$ cat config.mk
export PLATFORM = sky130hd
export DESIGN_NAME = tw_timer_wdog
export DESIGN_NICKNAME = d
export VERILOG_FILES = /design/src/rtl/tw_pkg.sv /design/src/rtl/tw_phase_sync.sv /design/src/rtl/tw_prescaler.sv /design/src/rtl/tw_wdog.sv /design/src/rtl/tw_timer_wdog.sv
export SDC_FILE = /design/constraint.sdc
export NUM_CORES = 1
export LEC_CHECK = 0
export ABC_AREA = 1
export BUFFER_PORTS_ARGS = -buffer_cell sky130_fd_sc_hd__buf_2
export CAP_MARGIN = 25
export CORE_UTILIZATION = 47
export CTS_BUF_LIST = sky130_fd_sc_hd__clkbuf_16
export DETAILED_ROUTE_END_ITERATION = 8
export GPL_ROUTABILITY_DRIVEN = 0
export GPL_TIMING_DRIVEN = 0
export PLACE_DENSITY = 0.68
export SLEW_MARGIN = 10
export SYNTH_ARGS = -nofsm -noshare
export SYNTH_HDL_FRONTEND = slang
export SYNTH_SLANG_ARGS = --single-unit
$ cat constraint.sdc
create_clock -name clk -period 7.05 [get_ports clk]
set_input_delay 1.41 -clock clk [delete_from_list [all_inputs] [get_ports clk]]
set_output_delay 1.41 -clock clk [all_outputs]
set_load 0.05 [all_outputs]
$ cat src/rtl/tw_pkg.sv
package tw_pkg;
  localparam int REG_W   = 8;
  localparam int PRE_W   = 8;
  localparam int SHIFT_W = $clog2(PRE_W) + 1;

  localparam logic [1:0] ADDR_TMR  = 2'd0;
  localparam logic [1:0] ADDR_CTRL = 2'd1;
  localparam logic [1:0] ADDR_FLAG = 2'd2;

  typedef struct packed {
    logic [1:0] spare;
    logic       src_pin;
    logic       edge_fall;
    logic       own_wdt;
    logic [2:0] rate;
  } tw_ctrl_t;

  // divide exponent when the timer owns the prescaler: 2^(code+1)
  function automatic logic [SHIFT_W-1:0] tmr_shift(input logic [2:0] code);
    return SHIFT_W'(code) + SHIFT_W'(1);
  endfunction

  // divide exponent when the watchdog owns the prescaler: 2^code
  function automatic logic [SHIFT_W-1:0] wdt_shift(input logic [2:0] code);
    return SHIFT_W'(code);
  endfunction

  // true when the low 'sh' bits of the count are all ones
  function automatic logic div_hit(input logic [PRE_W-1:0] cnt,
                                   input logic [SHIFT_W-1:0] sh);
    logic [PRE_W:0] mask;
    mask = ((PRE_W+1)'(1) << sh) - (PRE_W+1)'(1);
    return (cnt & mask[PRE_W-1:0]) == mask[PRE_W-1:0];
  endfunction
endpackage

$ cat src/rtl/tw_phase_sync.sv
module tw_phase_sync #(
  parameter int PHASES = 4
) (
  input  logic clk,
  input  logic rst,
  input  logic ext_pin,
  output logic cyc_tick,
  output logic ext_rise,
  output logic ext_fall
);
  localparam int PH_W = (PHASES > 1) ? $clog2(PHASES) : 1;
  localparam logic [PH_W-1:0] SAMP_A = PH_W'(1);
  localparam logic [PH_W-1:0] SAMP_B = PH_W'(PHASES / 2 + 1);
  localparam logic [PH_W-1:0] LAST   = PH_W'(PHASES - 1);

  logic [PH_W-1:0] phase;
  logic meta, smp, smp_d;
  logic smp_en;

  assign smp_en   = (phase == SAMP_A) || (phase == SAMP_B);
  assign cyc_tick = (phase == LAST);

  always_ff @(posedge clk) begin
    if (rst) begin
      phase <= '0;
      meta  <= 1'b0;
      smp   <= 1'b0;
      smp_d <= 1'b0;
    end else begin
      phase <= (phase == LAST) ? '0 : phase + PH_W'(1);
      meta  <= ext_pin;
      if (smp_en) smp <= meta;
      smp_d <= smp;
    end
  end

  assign ext_rise = smp & ~smp_d;
  assign ext_fall = ~smp & smp_d;
endmodule

$ cat src/rtl/tw_prescaler.sv
module tw_prescaler
  import tw_pkg::*;
(
  input  logic               clk,
  input  logic               rst,
  input  logic               in_evt,
  input  logic               clr,
  input  logic [SHIFT_W-1:0] shift,
  output logic               out_evt
);
  logic [PRE_W-1:0] cnt;

  always_ff @(posedge clk) begin
    if (rst || clr)  cnt <= '0;
    else if (in_evt) cnt <= cnt + PRE_W'(1);
  end

  assign out_evt = in_evt && !clr && div_hit(cnt, shift);
endmodule

$ cat src/rtl/tw_wdog.sv
module tw_wdog #(
  parameter int WDT_W = 8
) (
  input  logic clk,
  input  logic rst,
  input  logic step,
  input  logic clr,
  output logic wrap,
  output logic timeout
);
  logic [WDT_W-1:0] cnt;

  assign wrap = step && !clr && (cnt == '1);

  always_ff @(posedge clk) begin
    if (rst) begin
      cnt     <= '0;
      timeout <= 1'b0;
    end else begin
      timeout <= wrap;
      if (clr)       cnt <= '0;
      else if (step) cnt <= cnt + WDT_W'(1);
    end
  end
endmodule

$ cat src/rtl/tw_timer_wdog.sv
module tw_timer_wdog
  import tw_pkg::*;
#(
  parameter int PHASES = 4,
  parameter int WDT_W  = 8
) (
  input  logic             clk,
  input  logic             rst,
  input  logic             wr_en,
  input  logic [1:0]       wr_addr,
  input  logic [REG_W-1:0] wr_data,
  input  logic             wdt_clr,
  input  logic             ext_clk_pin,
  output logic [REG_W-1:0] tmr_count,
  output logic [REG_W-1:0] ctrl_q,
  output logic             tmr_ovf,
  output logic             wdt_timeout
);
  tw_ctrl_t ctrl;
  logic [REG_W-1:0] tmr_r;
  logic ovf_r;

  logic cyc_tick, ext_rise, ext_fall;
  logic wr_tmr, wr_ctrl, wr_flag;
  logic src_evt, pre_in, pre_clr, pre_out;
  logic tmr_step, wdt_step, tmr_wrap, wdt_wrap;
  logic [SHIFT_W-1:0] pre_shift;

  assign wr_tmr  = wr_en && (wr_addr == ADDR_TMR);
  assign wr_ctrl = wr_en && (wr_addr == ADDR_CTRL);
  assign wr_flag = wr_en && (wr_addr == ADDR_FLAG);

  tw_phase_sync #(.PHASES(PHASES)) u_sync (
    .clk      (clk),
    .rst      (rst),
    .ext_pin  (ext_clk_pin),
    .cyc_tick (cyc_tick),
    .ext_rise (ext_rise),
    .ext_fall (ext_fall)
  );

  // timer source selection
  assign src_evt = ctrl.src_pin ? (ctrl.edge_fall ? ext_fall : ext_rise) : cyc_tick;

  // prescaler routing by owner
  assign pre_in    = ctrl.own_wdt ? cyc_tick : src_evt;
  assign pre_clr   = ctrl.own_wdt ? wdt_clr  : wr_tmr;
  assign pre_shift = ctrl.own_wdt ? wdt_shift(ctrl.rate) : tmr_shift(ctrl.rate);
  assign tmr_step  = ctrl.own_wdt ? src_evt  : pre_out;
  assign wdt_step  = ctrl.own_wdt ? pre_out  : cyc_tick;

  tw_prescaler u_pre (
    .clk     (clk),
    .rst     (rst),
    .in_evt  (pre_in),
    .clr     (pre_clr),
    .shift   (pre_shift),
    .out_evt (pre_out)
  );

  tw_wdog #(.WDT_W(WDT_W)) u_wdt (
    .clk     (clk),
    .rst     (rst),
    .step    (wdt_step),
    .clr     (wdt_clr),
    .wrap    (wdt_wrap),
    .timeout (wdt_timeout)
  );

  assign tmr_wrap = tmr_step && !wr_tmr && (tmr_r == '1);

  always_ff @(posedge clk) begin
    if (rst) begin
      ctrl  <= tw_ctrl_t'('1);
      tmr_r <= '0;
      ovf_r <= 1'b0;
    end else begin
      if (wr_ctrl) ctrl <= tw_ctrl_t'(wr_data);
      if (wr_tmr)        tmr_r <= wr_data;
      else if (tmr_step) tmr_r <= tmr_r + REG_W'(1);
      if (tmr_wrap)      ovf_r <= 1'b1;
      else if (wr_flag)  ovf_r <= wr_data[0];
    end
  end

  assign tmr_count = tmr_r;
  assign ctrl_q    = REG_W'(ctrl);
  assign tmr_ovf   = ovf_r;
endmodule

==> results by group <==
Run status
  – Status: complete, no violations

Drt
  – Vias per cell: 5.108
  – Final routed DRC violation total: 0
  – WL/cell: 11.87 µm
  – DR WL met3: 152 µm
  – Top layer used by detailed routing: met4
  – Iter 0 DRT Violations: roughly 110
  – First-pass detailed-route iteration total: 6
  – Met2 WL: between 2000 and 2500 µm
  – Detailed-route via count: 2074
  – Post-DRT Antenna Nets: 0
  – M1 WL: 2366 µm
  – Post-Route WL: 4818 µm

Clock network
  – Clk_lat worst skew: 0.28 ns
  – # clock sinks: 39
  – Post-CTS Hold Fix Bufs: 0
  – CTS buffer count: 5
  – CTS tree: yes
  – Setup bufs post-CTS: 0
  – Clk buf depth: 2
  – # resized after CTS: 0
  – # H-tree levels: 2
  – Root Driver: clkbuf_16
  – Worst-path clk slew: 0.06 ns

Global routing
  – Gr usage total: 20.50%
  – Largest net degree at the start of global routing: 14
  – Initial antenna violation count: 0
  – First-pass GRT wire length: 8238 µm
  – Vias in the first global route: 1876
  – Gr ovfl total: 0

Floorplanning
  – Die height: 71.09 µm
  – Die area: between 0.005 and 0.006 mm²
  – Initial Util: 50.14%
  – # rows: 24
  – Width of the die: 71.09 µm
  – Total core area: 0.004474 mm²
  – Top Ports: 33

Timing
  – Worst Max-Slew Pin Slew: ~0.45 ns
  – Peak Freq: 0.3745 GHz
  – Clock skew: 0.003312 ns
  – Unrepaired setup endpoints after global routing: no
  – Period utilization: 37.88%
  – Max-Slew Margin vs Limit: 69.87%
  – TNS Setup: 0 ns
  – Hold Fails Final Rpt: 0
  – Slew Limit Fails: 0
  – # setup viols final: 0
  – Period minus WS final: roughly 2.7 ns

Synthesis
  – Synth top area share: 34.80%
  – Synthesized cell area: 0.002243 mm²
  – Netlist cell types: 31
  – Async S/R FF share, synth: 0%
  – Syn avg cell area: 7.122 µm²
  – Syn nets: around 340
  – Syn. warnings: 0
  – Synth Flop Type: dfxtp_1
  – Seq/Total Area, Yosys: between 30% and 40%
  – Number of synthesized flops with an enable pin: 0
  – Flops & latches, synth: 39
  – Leading area contributor after synthesis: dfxtp_1
  – Synth Instances: between 300 and 400
  – Top post-synthesis cells by area: dfxtp_1, nand2_1, a21oi_1

Place
  – Port Buf Inserts: 31
  – DP HPWL: 3635 µm
  – Total placed cells including tap cells: 398
  – Placed inst area: about 0.0025 mm²

Job
  – Total of max-cap violations: 0

Worst setup path
  – CP endpoint kind: register
  – Crit path from: wr_addr[1]
  – Critical path required time: between 7 and 8 ns
  – Critical path fanouts, max: 10
  – Worst R2R Start: ctrl_q[1]
  – Worst EP arrival: about 2.9 ns
  – Critical path class: in2reg
  – Critical Path Start Type: input pin

Power
  – PD cells: 218.6 mW/mm²
  – Final Total Pwr: 575.4 µW
  – Leakage power: 0.001145 µW
  – Worst VDD drop: 0.1116 mV

Finish
  – Fillers: around 400
  – Post-route non-filler standard cell count: 406
  – Post-route cell area: 0.002633 mm²
  – Most common cell after layout, fill and taps aside: nand2_1
  – Synth-to-layout area growth: 17.34%
  – Inserted Diodes: 0
  – Layout cells sized above 1: 18.93%
  – Util after Layout: 58.84%
  – Final net count: around 380
  – Most frequent cells in the layout: nand2_1, dfxtp_1, inv_1

Min path
  – Hold_sp: ctrl_q[7]
  – Worst Hold Class: reg2reg
worst paths after layout:
path / end / slack (ns) / cells after the start
worst max-delay path: tmr_count[2] / 4.38 / 13
worst min-delay path: ctrl_q[7] / 0.45 / 2
worst max register to register: tmr_count[2] / 4.41 / 19
worst min register to register: ctrl_q[7] / 0.45 / 2
per-layer routing:
layer | up-vias | GRT usage, %
met2 | 36 | 34.19
met1 | 922 | 26.37
met3 | 4 | 4.131
li1 | 1112 | -
met4 | 0 | 7.333
met5 | - | 0
per-stage QoR:
stage               setup WS [ns]  hold slack (ns)
global route                4.185           0.4953
detailed placement          4.102           0.4419
global placement            4.121           0.4384
floorplan                   4.270           0.4391
CTS                         4.379           0.4578
finish                      4.380           0.4538
flip-flops by register name, indices dropped and copies added (netlist names):
signal,flops
u_wdt.cnt,8
u_sync.smp,1
u_sync.smp_d,1
u_sync.phase,2
tmr_ovf,1
u_wdt.timeout,1
ctrl_q,8
tmr_count,8
u_pre.cnt,8
u_sync.meta,1
report_power, final:
group / internal [µW] / leakage (µW) / switching (µW)
Combinational: 25.5 / 0.000744 / 58.7
Clock: 167 / 0.0000838 / 89.8
Sequential: 228 / 0.000317 / 6.42
worst max-delay path, cell delays in order:
cell,delay [ns]
buf_2,0.11
nor2_1,0.05
nand2_1,0.14
o21ai_0,0.14
nor2_1,0.10
nand2_1,0.07
nor2_2,0.11
nand3_2,0.08
nor2_4,0.14
nand3_4,0.15
nand3_2,0.17
nand2_1,0.08
a21oi_1,0.12
Yosys cell counts, drive strengths merged, types with 2 or more instances:
master / number
o211ai: 4
nand4: 14
inv: 36
a21oi: 25
buf: 2
nor3: 6
nor2: 26
clkbuf: 5
nand3: 26
o21ai: 16
ha: 7
clkinv: 2
dfxtp: 39
xor2: 9
xnor2: 3
nand2: 89
area by class of cell:
cell class              instances  area, µm²  area share [%]
plain buffers                   7      41.29           1.568
clock buffers                   5      125.1           4.753
clock inverters                 3      43.79           1.664
repair buffers                 31      155.1           5.894
flip-flops and latches         39      780.7           29.66
multi-input cells             231       1271           48.29
well taps                      52      65.06           2.471
inverters                      38      150.1           5.703
cell families after synthesis:
kind of cell,Yosys count,synth area share (%)
and+or+nand+nor,165,36.81
AOI/OAI and AO/OA,46,10.82
DFF,39,34.80
adders and majority gates,7,3.904
buffers and inverters,45,8.533
xor gates and xnor gates,12,4.685
muxes,1,0.4462
Power figures use the tool's default switching activity.
